### src/rtl/pwr_sel_pkg.sv
package pwr_sel_pkg;
  // Commands from the control path to the datapath.
  typedef struct packed {
    logic loadDelay;  // counter-clock rise seen: (re)start delay timer
    logic holdWord;   // strobe rises at this edge: keep dataOut steady
  } ctrl_strobes_t;
endpackage

### src/rtl/pwr_sel_datapath.sv
module pwr_sel_datapath
  import pwr_sel_pkg::*;
#(
  parameter int DIGITS       = 3,
  parameter int DIGIT_W      = 4,
  parameter int LEVELS       = 3,
  parameter int DELAY_CYCLES = 100
) (
  input  logic                          clk,
  input  logic                          rst_n,
  input  logic [LEVELS*DIGITS*DIGIT_W-1:0] levelWords,
  input  logic [LEVELS-1:0]             selVec,
  input  ctrl_strobes_t                 ctrl,
  output logic [DIGITS*DIGIT_W-1:0]     dataOut,
  output logic                          selError,
  output logic                          delayDone
);
  localparam int WORD_W = DIGITS * DIGIT_W;
  localparam int CNT_W  = $clog2(DELAY_CYCLES + 1);

  logic [WORD_W-1:0] lane [LEVELS];
  logic [WORD_W-1:0] merged;
  logic              multiHot;
  logic [CNT_W-1:0]  delayCnt;

  // One gated lane per power level.
  for (genvar g = 0; g < LEVELS; g++) begin : g_lane
    assign lane[g] = selVec[g] ? levelWords[g*WORD_W +: WORD_W] : '0;
  end

  always_comb begin
    merged = '0;
    for (int i = 0; i < LEVELS; i++) merged = merged | lane[i];
    multiHot = ($countones(selVec) > 1);
  end

  always_ff @(posedge clk) begin
    if (!rst_n) begin
      dataOut  <= '0;
      selError <= 1'b0;
    end else begin
      selError <= multiHot;
      if (!ctrl.holdWord) dataOut <= multiHot ? '0 : merged;
    end
  end

  // Settling delay for counter-clock strobes; a reload restarts the window.
  always_ff @(posedge clk) begin
    if (!rst_n)                 delayCnt <= '0;
    else if (ctrl.loadDelay)    delayCnt <= CNT_W'(DELAY_CYCLES);
    else if (delayCnt != '0)    delayCnt <= delayCnt - 1'b1;
  end

  assign delayDone = (delayCnt == CNT_W'(1));

  p_multi_zero_r3: assert property (@(posedge clk) disable iff (!rst_n)
    ($countones(selVec) > 1) && !ctrl.holdWord |=> (dataOut == '0) && selError);

  p_single_clear_r3: assert property (@(posedge clk) disable iff (!rst_n)
    ($countones(selVec) <= 1) |=> !selError);

  p_none_zero_r2: assert property (@(posedge clk) disable iff (!rst_n)
    (selVec == '0) && !ctrl.holdWord |=> (dataOut == '0));
endmodule

### src/rtl/pwr_sel_control.sv
module pwr_sel_control
  import pwr_sel_pkg::*;
(
  input  logic          clk,
  input  logic          rst_n,
  input  logic          startPulseN,
  input  logic          levelChangeN,
  input  logic          countClk,
  input  logic          delayDone,
  output logic          strobe,
  output ctrl_strobes_t ctrl
);
  logic prevStart, prevLevel, prevClk;
  logic startEnd, levelEnd, clkRise;
  logic pending, request, strobeNext;

  // Previous samples track the inputs even in reset, so no edge is invented.
  always_ff @(posedge clk) begin
    prevStart <= startPulseN;
    prevLevel <= levelChangeN;
    prevClk   <= countClk;
  end

  always_comb begin
    startEnd   = startPulseN  & ~prevStart;
    levelEnd   = levelChangeN & ~prevLevel;
    clkRise    = countClk     & ~prevClk;
    request    = startEnd | levelEnd | delayDone | pending;
    strobeNext = request & ~strobe;
    ctrl.loadDelay = clkRise;
    ctrl.holdWord  = strobeNext;
  end

  always_ff @(posedge clk) begin
    if (!rst_n) begin
      strobe  <= 1'b0;
      pending <= 1'b0;
    end else begin
      strobe  <= strobeNext;
      pending <= request & strobe;
    end
  end

  p_strobe_gap_r8: assert property (@(posedge clk) disable iff (!rst_n)
    strobe |=> !strobe);

  p_start_end_r4: assert property (@(posedge clk) disable iff (!rst_n)
    $rose(startPulseN) && !strobe |=> strobe);

  p_level_end_r5: assert property (@(posedge clk) disable iff (!rst_n)
    $rose(levelChangeN) && !strobe |=> strobe);
endmodule

### src/rtl/power_level_selector.sv
module power_level_selector
  import pwr_sel_pkg::*;
#(
  parameter int DIGITS       = 3,
  parameter int DIGIT_W      = 4,
  parameter int DELAY_CYCLES = 100
) (
  input  logic                      clk,
  input  logic                      rst_n,
  input  logic [DIGITS*DIGIT_W-1:0] highWord,
  input  logic [DIGITS*DIGIT_W-1:0] medWord,
  input  logic [DIGITS*DIGIT_W-1:0] lowWord,
  input  logic                      selHigh,
  input  logic                      selMed,
  input  logic                      selLow,
  input  logic                      startPulseN,
  input  logic                      levelChangeN,
  input  logic                      countClk,
  output logic [DIGITS*DIGIT_W-1:0] dataOut,
  output logic                      strobe,
  output logic                      selError
);
  localparam int LEVELS = 3;

  ctrl_strobes_t ctrl;
  logic          delayDone;

  pwr_sel_control u_ctrl (
    .clk          (clk),
    .rst_n        (rst_n),
    .startPulseN  (startPulseN),
    .levelChangeN (levelChangeN),
    .countClk     (countClk),
    .delayDone    (delayDone),
    .strobe       (strobe),
    .ctrl         (ctrl)
  );

  pwr_sel_datapath #(
    .DIGITS       (DIGITS),
    .DIGIT_W      (DIGIT_W),
    .LEVELS       (LEVELS),
    .DELAY_CYCLES (DELAY_CYCLES)
  ) u_dp (
    .clk        (clk),
    .rst_n      (rst_n),
    .levelWords ({highWord, medWord, lowWord}),
    .selVec     ({selHigh, selMed, selLow}),
    .ctrl       (ctrl),
    .dataOut    (dataOut),
    .selError   (selError),
    .delayDone  (delayDone)
  );

  p_hold_on_rise_r9: assert property (@(posedge clk) disable iff (!rst_n)
    $rose(strobe) |-> $stable(dataOut));
endmodule

### config.mk
export PLATFORM = sky130hd
export DESIGN_NAME = power_level_selector
export DESIGN_NICKNAME = d
export VERILOG_FILES = /design/src/rtl/pwr_sel_pkg.sv /design/src/rtl/pwr_sel_datapath.sv /design/src/rtl/pwr_sel_control.sv /design/src/rtl/power_level_selector.sv
export SDC_FILE = /design/constraint.sdc
export NUM_CORES = 1
export LEC_CHECK = 0
export BUFFER_PORTS_ARGS = -buffer_cell sky130_fd_sc_hd__buf_2
export CORE_MARGIN = 10
export CORE_UTILIZATION = 47
export DETAILED_ROUTE_END_ITERATION = 7
export PLACE_DENSITY_LB_ADDON = 0.08
export SLEW_MARGIN = 20
export SYNTH_ARGS = -nofsm -noshare
export SYNTH_HDL_FRONTEND = slang
export SYNTH_HIERARCHICAL = 1
export SYNTH_SLANG_ARGS = --single-unit
### constraint.sdc
create_clock -name clk -period 3.1 [get_ports clk]
set_input_delay 0.31 -clock clk [delete_from_list [all_inputs] [get_ports clk]]
set_output_delay 0.31 -clock clk [all_outputs]
set_load 0.03 [all_outputs]
==> impl_metrics.csv <==
group,metric,value,unit
run_status,status,"finished, final reports clean",
yosys,ys_ff_latch,25,
sta,clock-skew-final,0.005978,ns
layout,fin_area,0.001390,mm^2
floorplan,core_area,0.002191,mm^2
placement,dp_hpwl,2.352,mm
floorplan,die_x,67.85,um
route,wl_per_cell,14.96,um
route,firstDrtPassIters,6,
global_routing,grt_overflow,0,
yosys,yosysTopAreaCell,"dfxtp_1",
route,ant_nets,0,
clock_tree,cts.sinks,25,
clock_tree,cts_resized,0,
yosys,netlist_instances,113,
sta,period_needed,2.112,ns
layout,nNetsFinal,215,
run,maxCapViolCount,0,
layout,diodes,0,
floorplan,die_area,0.004603,mm^2
sta,slew_headroom,0.5407,
worst_hold_path,hold_path_depth,1,
floorplan,start_util,0.4911,
power_and_ir_drop,ir_drop,439.4,uV
placement,portBuffers,57,
yosys,yosysSeqAreaShare,0.4651,
route,routed_via_density,5.431,
global_routing,grt_pass1_vias,1048,
layout,mostFrequentLayoutCells,"buf_2 (57), dfxtp_1 (25), nand2_1 (13), a222oi_1 (12), o21ai_0 (12)",
placement,placed_cell_area,0.001363,mm^2
clock_tree,cts_buffers,3,
clock_tree,clk_path_buf_depth,2,
worst_setup_path,timing.rr.start,"u_dp/delayCnt[3]$_SDFFE_PP0P_",
worst_setup_path,rr_worst_depth,7,
floorplan,row_count,17,
clock_tree,cts_setup_buffers,0,
clock_tree,clock_latency,0.31,ns
worst_setup_path,r2r_end,"u_dp/dataOut[3]$_SDFFE_PN0N_",
worst_setup_path,cp_data_arrival_time,2.35,ns
global_routing,grt_pass1_wl,4.519,mm
power_and_ir_drop,pwr_density_cell,702.8,mW/mm^2
yosys,ys_types,30,
power_and_ir_drop,power_leakage,0.6408,nW
worst_hold_path,min_to,"u_ctrl/prevClk$_DFF_P_",
worst_setup_path,critical_path_class,"reg2reg",
global_routing,grt_max_degree,15,
yosys,yosys-top-cells-area,"dfxtp_1 (47%), a222oi_1 (11%), o21ai_0 (5.6%), nand2_1 (4.5%), ha_1 (3.5%)",
sta,max_slew.worst_pin.slew,0.6827,ns
route,drcViolationCount,0,
yosys,syn_avg_cell_area,9.522,um^2
clock_tree,htreeDepth,1,
sta,rsz0062_at_grt,"no",
worst_hold_path,hold_class,"in2reg",
layout,drive_above_1_share,0.3832,
worst_setup_path,path_max_fanout,12,
yosys,syn_nets,160,
sta,tns,0,ns
sta,hold_ws,0.1011,ns
yosys,synth_top_area_frac,0.4651,
worst_hold_path,min_from,"countClk",
placement,pre_cts_ws,1.023,ns
sta,setup_ws,0.9884,ns
layout,layout_commonest_cell,"buf_2",
sta,finalHoldViolCount,0,
sta,drv_slew,0,
route,first_iter_violations,70,
floorplan,io_pins,58,
yosys,synthesis.area,0.001076,mm^2
clock_tree,cts_tree,"built",
worst_setup_path,cp-start-kind,"flop",
clock_tree,path_clk_slew,0.14,ns
worst_setup_path,cp.required,3.34,ns
clock_tree,hold_buffers,0,
route,vias,1059,
clock_tree,cts_root_buf,"clkbuf_4",
worst_setup_path,end_kind,"flop",
layout,syn2layout_area_growth,29.19,%
power_and_ir_drop,power,0.9770,mW
sta,clock.fmax,473.6,MHz
worst_setup_path,startpoint,"u_dp/delayCnt[3]$_SDFFE_PP0P_",
sta,min_period_over_period,0.6811,
global_routing,antenna_found_initial,0,
worst_setup_path,r2r_setup_slack,0.99,ns
global_routing,track_usage,0.1213,
yosys,yosysWarnings,6,
placement,gp_congestion,0.8376,
route,drt_wl_total,2.917,mm
sta,setup_viol,0,
floorplan,die_height,67.85,um
==> through the flow <==
stage / cells / utilization
2_1_floorplan: 113 / -
6_report: 195 / 0.6345
5_1_grt: 195 / 0.6345
3_3_place_gp: 191 / 0.6219
3_5_place_dp: 191 / 0.6219
4_1_cts: 195 / 0.6345
==> worst max path at each step <==
| stage | to | depth (start not counted) | slack (ns) |
|---|---|---|---|
| floorplan | u_dp/dataOut[10]$_SDFFE_PN0N_ | 9 | 1.04 |
| global placement | u_dp/dataOut[0]$_SDFFE_PN0N_ | 7 | 1.05 |
| detailed placement | u_dp/dataOut[9]$_SDFFE_PN0N_ | 7 | 1.02 |
| CTS | u_dp/dataOut[9]$_SDFFE_PN0N_ | 7 | 0.98 |
| global route | u_dp/dataOut[4]$_SDFFE_PN0N_ | 7 | 0.70 |
| finish | u_dp/dataOut[3]$_SDFFE_PN0N_ | 7 | 0.99 |
==> kinds of logic after synthesis <==
kind of cell    share of synthesized area
fa+ha+maj                         0.03489
compound gates                     0.2663
flops                              0.4651
simple gates                       0.1721
xor+xnor                          0.01628
buf+inv                           0.04534
==> metal layers <==
| layer | GRT usage | routed length [um] |
|---|---|---|
| met1 | 0.1438 | 1231 |
| met2 | 0.2054 | 1434 |
| met3 | 0.03752 | 233 |
| met4 | 0.03769 | 17 |
| met5 | 0 | 0 |
==> state kept, by name, indices dropped and copies added (netlist names) <==
name and cells:
u_ctrl/prevStart 1, u_dp/selError 1, u_ctrl/prevClk 1, u_dp/delayCnt 7
u_ctrl/pending 1, u_ctrl/prevLevel 1, u_ctrl/strobe 1, u_dp/dataOut 12
==> critical path, cell delays in order, from the launching register on <==
cell     delay, ns
dfxtp_1       0.37
or4_4         0.57
nor3b_1       0.20
nor2_1        0.11
a31oi_1       0.20
and2_1        0.40
nand2_1       0.10
o21ai_0       0.08
==> where the power goes <==
part / switching (mW) / internal (mW) / leakage [nW]
sequential: 0.0557 / 0.386 / 0.207
combinational: 0.224 / 0.171 / 0.417
clock: 0.0933 / 0.0481 / 0.0177
==> layout make-up <==
class | count | area [um^2]
inverters | 4 | 15.01
repair buffers | 57 | 285.3
clock inverters | 1 | 5.005
fillers | 198 | 800.8
clock buffers | 3 | 22.52
well taps | 28 | 35.03
multi-input cells | 77 | 526.8
flip-flops and latches | 25 | 500.5
==> cell usage after synthesis <==
master / instances
a211o_1: 1
a211oi_1: 1
a21boi_0: 2
a21boi_1: 1
a21oi_1: 3
a222oi_1: 12
a311oi_2: 1
a31oi_1: 2
and2_1: 1
buf_4: 2
clkbuf_1: 5
dfxtp_1: 25
ha_1: 3
inv_1: 4
nand2_1: 13
nand2b_1: 4
nand3b_1: 1
nor2_1: 2
nor2b_1: 3
nor3_1: 4
nor3b_1: 2
nor4_1: 1
nor4_2: 1
o21a_1: 1
o21ai_0: 12
o31a_1: 2
or3_1: 1
or4_4: 1
xnor2_1: 1
xor2_1: 1
No activity file was read; power rests on OpenSTA's default activity.
